File: config.mk
export PLATFORM = sky130hd
export DESIGN_NAME = bytedrv_top
export DESIGN_NICKNAME = d
export VERILOG_FILES = /design/src/rtl/bytedrv_pkg.sv /design/src/rtl/bytedrv_arm.sv /design/src/rtl/bytedrv_lane.sv /design/src/rtl/bytedrv_top.sv
export SDC_FILE = /design/constraint.sdc
export NUM_CORES = 1
export LEC_CHECK = 0
export BUFFER_PORTS_ARGS = -buffer_cell sky130_fd_sc_hd__buf_2
export CORE_MARGIN = 3
export CORE_UTILIZATION = 35
export DETAILED_ROUTE_END_ITERATION = 16
export PLACE_DENSITY = 0.74
export SLEW_MARGIN = 20
export SYNTH_ARGS = -nofsm -noshare
export SYNTH_HDL_FRONTEND = slang
export SYNTH_HIERARCHICAL = 1
export SYNTH_SLANG_ARGS = --single-unit
File: constraint.sdc
create_clock -name clk -period 0.8 [get_ports clk]
set_input_delay 0.12 -clock clk [delete_from_list [all_inputs] [get_ports clk]]
set_output_delay 0.12 -clock clk [all_outputs]
set_load 0.05 [all_outputs]
File: src/rtl/bytedrv_pkg.sv
package bytedrv_pkg;
  typedef enum logic {SRC_PIN = 1'b0, SRC_TEST = 1'b1} drv_src_e;

  // both active-low enables low -> request to drive
  function automatic logic pair_active(input logic e1_n, input logic e2_n);
    return ~(e1_n | e2_n);
  endfunction
endpackage

File: src/rtl/bytedrv_arm.sv
module bytedrv_arm (
  input  logic clk,
  input  logic rst,
  input  logic oe1_n,
  input  logic oe2_n,
  output logic pin_act,
  output logic armed
);
  import bytedrv_pkg::*;

  assign pin_act = pair_active(oe1_n, oe2_n);

  // armed sets once the enable pair is seen inactive; cleared only by reset
  always_ff @(posedge clk) begin
    if (rst)           armed <= 1'b0;
    else if (!pin_act) armed <= 1'b1;
  end
endmodule

File: src/rtl/bytedrv_lane.sv
module bytedrv_lane #(
  parameter int BYTE_W = 9
) (
  input  logic              clk,
  input  logic              rst,
  input  logic [BYTE_W-1:0] pin_data,
  input  logic              pin_act,
  input  logic              armed,
  input  logic              tst_mode,
  input  logic [BYTE_W-1:0] tst_data,
  input  logic              tst_drive,
  output logic [BYTE_W-1:0] out_q,
  output logic              drive_q
);
  import bytedrv_pkg::*;

  drv_src_e          src;
  logic              drive_d;
  logic [BYTE_W-1:0] data_d;

  always_comb begin
    src     = tst_mode ? SRC_TEST : SRC_PIN;
    drive_d = 1'b0;
    data_d  = '0;
    case (src)
      SRC_TEST: begin
        drive_d = tst_drive;
        data_d  = tst_data;
      end
      default: begin
        drive_d = armed & pin_act;
        data_d  = pin_data;
      end
    endcase
  end

  always_ff @(posedge clk) begin
    if (rst) begin
      drive_q <= 1'b0;
      out_q   <= '0;
    end else begin
      drive_q <= drive_d;
      out_q   <= drive_d ? data_d : '0;
    end
  end
endmodule

File: src/rtl/bytedrv_top.sv
module bytedrv_top #(
  parameter int BYTE_W = 9
) (
  input  logic              clk,
  input  logic              rst,
  input  logic [BYTE_W-1:0] a_in,
  input  logic              a_oe1_n,
  input  logic              a_oe2_n,
  input  logic [BYTE_W-1:0] b_in,
  input  logic              b_oe1_n,
  input  logic              b_oe2_n,
  input  logic              tst_mode,
  input  logic [BYTE_W-1:0] tst_a_data,
  input  logic              tst_a_drive,
  input  logic [BYTE_W-1:0] tst_b_data,
  input  logic              tst_b_drive,
  output logic [BYTE_W-1:0] a_out,
  output logic              a_drive,
  output logic [BYTE_W-1:0] b_out,
  output logic              b_drive
);
  localparam int LANES = 2;

  logic [LANES-1:0][BYTE_W-1:0] in_v, tdat_v, out_v;
  logic [LANES-1:0]             e1_v, e2_v, tdrv_v, act_v, arm_v, drv_v;

  assign in_v   = {b_in, a_in};
  assign e1_v   = {b_oe1_n, a_oe1_n};
  assign e2_v   = {b_oe2_n, a_oe2_n};
  assign tdat_v = {tst_b_data, tst_a_data};
  assign tdrv_v = {tst_b_drive, tst_a_drive};

  for (genvar g = 0; g < LANES; g++) begin : g_lane
    bytedrv_arm u_arm (
      .clk(clk), .rst(rst), .oe1_n(e1_v[g]), .oe2_n(e2_v[g]),
      .pin_act(act_v[g]), .armed(arm_v[g])
    );
    bytedrv_lane #(.BYTE_W(BYTE_W)) u_lane (
      .clk(clk), .rst(rst), .pin_data(in_v[g]), .pin_act(act_v[g]),
      .armed(arm_v[g]), .tst_mode(tst_mode), .tst_data(tdat_v[g]),
      .tst_drive(tdrv_v[g]), .out_q(out_v[g]), .drive_q(drv_v[g])
    );
  end

  assign a_out   = out_v[0];
  assign b_out   = out_v[1];
  assign a_drive = drv_v[0];
  assign b_drive = drv_v[1];
endmodule

* Yosys cells after proc, flatten, opt, wreduce, memory -nomap -nowiden
Cells that the tools add are included.
** Word-level totals
- Logic and storage cells :: 21
- Output and inout bits :: 20
- Flip-flop bits (word level) :: 22
- Bits of input ports :: 45
** Operators by class
- Mux-type cells :: 5
- Reduce and logical (&&, ||, !) cells :: 2
- Bitwise gates (word level) :: 8
** Operators by type and width (number)
- 2-to-1 mux 9 bit :: 2
- NOT 1 bit :: 4
- OR reduction 2 bit :: 2
- 2-to-1 mux 1 bit :: 3
- AND 1 bit :: 2
- bitwise OR 1 bit :: 2

* Logic depth before layout (Yosys ltp)
- Depth after elaboration :: 6
- Depth in mapped cells :: 3
- Gate-level depth less buffers :: 3

* Hierarchy
The synthesis kept the hierarchy.
** By module, submodules not included
- bytedrv_lane :: cells each 33, instances 2, area each 404.1 sq um, sequential area each 200.2 sq um
- bytedrv_arm :: cells each 4, instances 2, area each 32.5 sq um, sequential area each 20.0 sq um

* Least setup slack after synthesis
No wires, ideal clock.
- Kind :: register -> register
- Start point :: register g_lane[0].u_arm.armed
- End point :: register g_lane[0].u_lane.out_q[0]
- Path buffers :: 0
- Slack :: 0.024 ns
- Data arrival time :: 0.690 ns
- Required time :: 0.714 ns
- Stages on the path, launching flop included :: 3
- Clock period less this slack :: 0.776 ns
- Library setup time :: 0.086 ns
- Path through :: dfxtp_1 nand3b_4 a211oi_1
** On the way
- Longest elaborated chain between the ends :: 4
** RTL lines
- start, declared :: RTL line bytedrv_arm.sv:7 : output logic armed
- start signal, assigned :: RTL line bytedrv_arm.sv:15 : if (rst) armed <= 1'b0;
- start signal, assigned :: RTL line bytedrv_arm.sv:16 : else if (!pin_act) armed <= 1'b1;
- AND 1 bit :: RTL line bytedrv_lane.sv:31 : drive_d = armed & pin_act;
- 2-to-1 mux 1 bit :: RTL line bytedrv_lane.sv:25 : case (src)
- NOT 1 bit (no line)
- OR reduction 2 bit (no line)
- end signal, assigned :: RTL line bytedrv_lane.sv:43 : out_q <= drive_d ? data_d : '0;
- end, declared :: RTL line bytedrv_lane.sv:12 : output logic [BYTE_W-1:0] out_q,
No other way between the ends.
A chain may end at the register's enable or synchronous reset.

* Worst setup path after layout
- Start point :: register g_lane[1].u_lane.out_q[4]
- End point :: output port b_out[4]
** RTL lines
- start, declared :: RTL line bytedrv_lane.sv:12
- start signal, assigned :: RTL line bytedrv_lane.sv:43
- end, declared :: RTL line bytedrv_top.sv:19 : output logic [BYTE_W-1:0] b_out,
No word-level cell between the ends.

==> results by group <==
Synthesis
  • Synth top area share: between 50% and 60%
  • Mapped Cells: between 70 and 80
  • Yosys cell types: 10
  • Area contributors post-synth: dfxtp_1, mux2i_1, a211oi_1, nand3b_4, buf_6
  • Mapped cell area: 873 um^2
  • Syn. warnings: 6
  • Net Count, Synth: around 120
  • Sequential share of the synthesized area: between 50% and 60%
  • Post-synth top area cell: dfxtp_1
  • Post-synthesis average cell area: approximately 12 um^2
  • Post-synthesis register bit count: 22

Timing
  • Slew Limit Headroom: approximately three fifths
  • Worst Tran Pin Value: ~0.6 ns
  • Setup-failing EPs final: 36
  • Final min period: 0.929 ns
  • Unrepaired setup endpoints after global routing: true
  • Post-route setup slack: -0.129 ns
  • Layout Skew: between 0.002 and 0.0025 ns
  • Final Cycle Share: 116%
  • Max frequency: between 1000 and 1500 MHz
  • Final Max Tran Viols: 0
  • Final Hold Fails: 0
  • Tightest hold margin: roughly 0.05 ns

Global routing
  • Tot GR Track Use: 17.6%
  • Largest net degree at the start of global routing: 23
  • Wire length of the first global-routing pass: 4.31 mm
  • Antenna violations before repair: 0
  • Vias in the first global route: 891
  • GR Overflow Total: 0

Final layout
  • FILL cells: around 160
  • Total Nets Final: ~190
  • Final Cell Area: about 1600 um^2
  • Commonest non-fill, non-tap cell in the layout: buf_2
  • Most frequent cells in the layout: buf_2, dfxtp_2, mux2i_1, a211oi_2, buf_8
  • Layout Utilization: a little over two thirds
  • Layout cells sized above 1: just over 80%
  • Antenna Cells: 0
  • Layout area overhead: 84.5%

Routing
  • Final WL: roughly 2.8 mm
  • Drt wl/cell: about 16 um
  • Via Count: ~860
  • # DRC: 0
  • Initial DRT Pass Iterations: 4
  • DRT antenna net count: 0
  • Via/cell ratio: around 5.0
  • DR iter-0 viols: between 40 and 50

Critical path
  • CP max FO: 1
  • Setup crit start kind: flip-flop
  • Worst path max stage delay: 0.37 ns
  • WP data required: about 0.68 ns
  • Worst r2r path cells: 2
  • Flop-to-flop setup slack: -0.06 ns
  • Worst r2r dst: g_lane[1].u_lane/out_q[4]
  • Crit end category: primary output
  • Max stage delay cell, worst path: dfxtp_2
  • Critical path's top delay family: flip-flops
  • Crit path DAT: around 0.81 ns
  • WP buf/inv: 1
  • Worst path cell trace: buf_8
  • FF-to-FF Start: g_lane[1].u_arm/armed
  • CP Class: flip-flop to primary output

Power
  • P per Cell Area: ~1400 nW/um^2
  • Worst vdd ir: between 0.0008 and 0.0009 V
  • LEAKAGE: about 0.77 nW
  • Overall power: approximately 2.3 mW

Run status
  • Failing checks: negative setup slack
  • Outcome: finished with violations

Floorplan
  • Initial core utilization: 38.0%
  • Die width: approximately 56 um
  • Core area: about 2300 um^2
  • Rows: 17
  • Die ar.: around 3100 um^2
  • Die height: 56.0 um
  • IO Pins: 65

Clock network
  • H-tree depth: 1
  • Clock Latency Late Sink: 0.30 ns
  • CTS sink count: 22
  • Hold buffers post-CTS: 0
  • Clock buffer depth: 2
  • Postcts setup bufs: 0
  • Clock tree from TritonCTS: built
  • CTS Buf Count: 3
  • CTS root buf: clkbuf_4
  • Clk pin slew, worst setup/hold paths: between 0.1 and 0.15 ns

Worst hold path
  • Hold endpoint: g_lane[0].u_arm/armed
  • Worst hold start: a_oe1_n
  • Worst hold stages: 3
  • HP Class: input pin to flip-flop

Placement
  • Placed cell areas: roughly 1200 um^2
  • Port Buffers: between 60 and 70
  • Gp weighted congestion: between 0.7 and 0.8
  • Worst slack, placed: -0.203 ns
  • Post-DP HPWL: between 1.5 and 2 mm

Job
  • Max cap viols: 0
## Yosys cell counts
cell type and count:
buf_6 2, nor3_1 2, a21oi_1 2, nand2_2 2, mux2i_1 18, nor2_1 4, nand3b_4 2, a211oi_1 18
buf_1 2, dfxtp_1 22
## final cells by class
type	count	area (um^2)	area share, %
clock buffers	3	22.5	1.40
repair buffers	67	541	33.5
flip-flops and latches	22	473	29.3
well taps	28	35.0	2.17
multi-input cells	50	541	33.5
## routing by layer
layer / vias up / wire length [um] / global-route usage [%]
li1: 424 / - / -
met1: 404 / 1050 / 19.9
met2: 27 / 1600 / 33.6
met3: 0 / 106 / 1.86
met4: 0 / 0 / 6.10
met5: - / 0 / 0
## per-stage QoR
stage	cells	TNS, ns
3_3_place_gp	165	-1.92
3_5_place_dp	165	-2.87
2_1_floorplan	74	0
6_report	170	-2.53
5_1_grt	170	-3.84
4_1_cts	170	-2.68
## logic make-up after synthesis
kind of cell           after synthesis  share of synthesized area [%]
flip-flops                          22                           50.4
AO/OA/AOI/OAI                       20                           16.6
multiplexers                        18                           20.6
AND/OR/NAND/NOR                     10                           8.88
buffers and inverters                4                           3.44
## what timing repair did
action	4_1_cts	5_1_grt
gates cloned	2	0
setup endpoints to repair	38	40
gates resized for setup	92	10
pin swaps	18	1
## sequential cells by signal, summed over array words and instances (netlist names)
signal,cells
g_lane.u_lane/out_q,18
g_lane.u_arm/armed,2
g_lane.u_lane/drive_q,2
## power breakdown
group	switching (mW)	internal, mW	total (mW)	leakage (nW)
sequential	0.0373	1.15	1.18	0.190
combinational	0.328	0.277	0.605	0.562
clock	0.319	0.175	0.494	0.0138
total	0.685	1.60	2.28	0.766
## worst max path at each step
stage / from / end / slack (ns) / cells after the start
floorplan: g_lane[0].u_arm/armed / g_lane[0].u_lane/out_q[0] / 0.02 / 2
global placement: tst_mode / g_lane[0].u_lane/out_q[6] / -0.13 / 4
detailed placement: tst_mode / g_lane[0].u_lane/out_q[4] / -0.20 / 4
CTS: g_lane[0].u_lane/out_q[1] / a_out[1] / -0.14 / 1
global route: g_lane[1].u_lane/out_q[4] / b_out[4] / -0.15 / 1
finish: g_lane[1].u_lane/out_q[4] / b_out[4] / -0.13 / 1
Power figures use the tool's default switching activity.
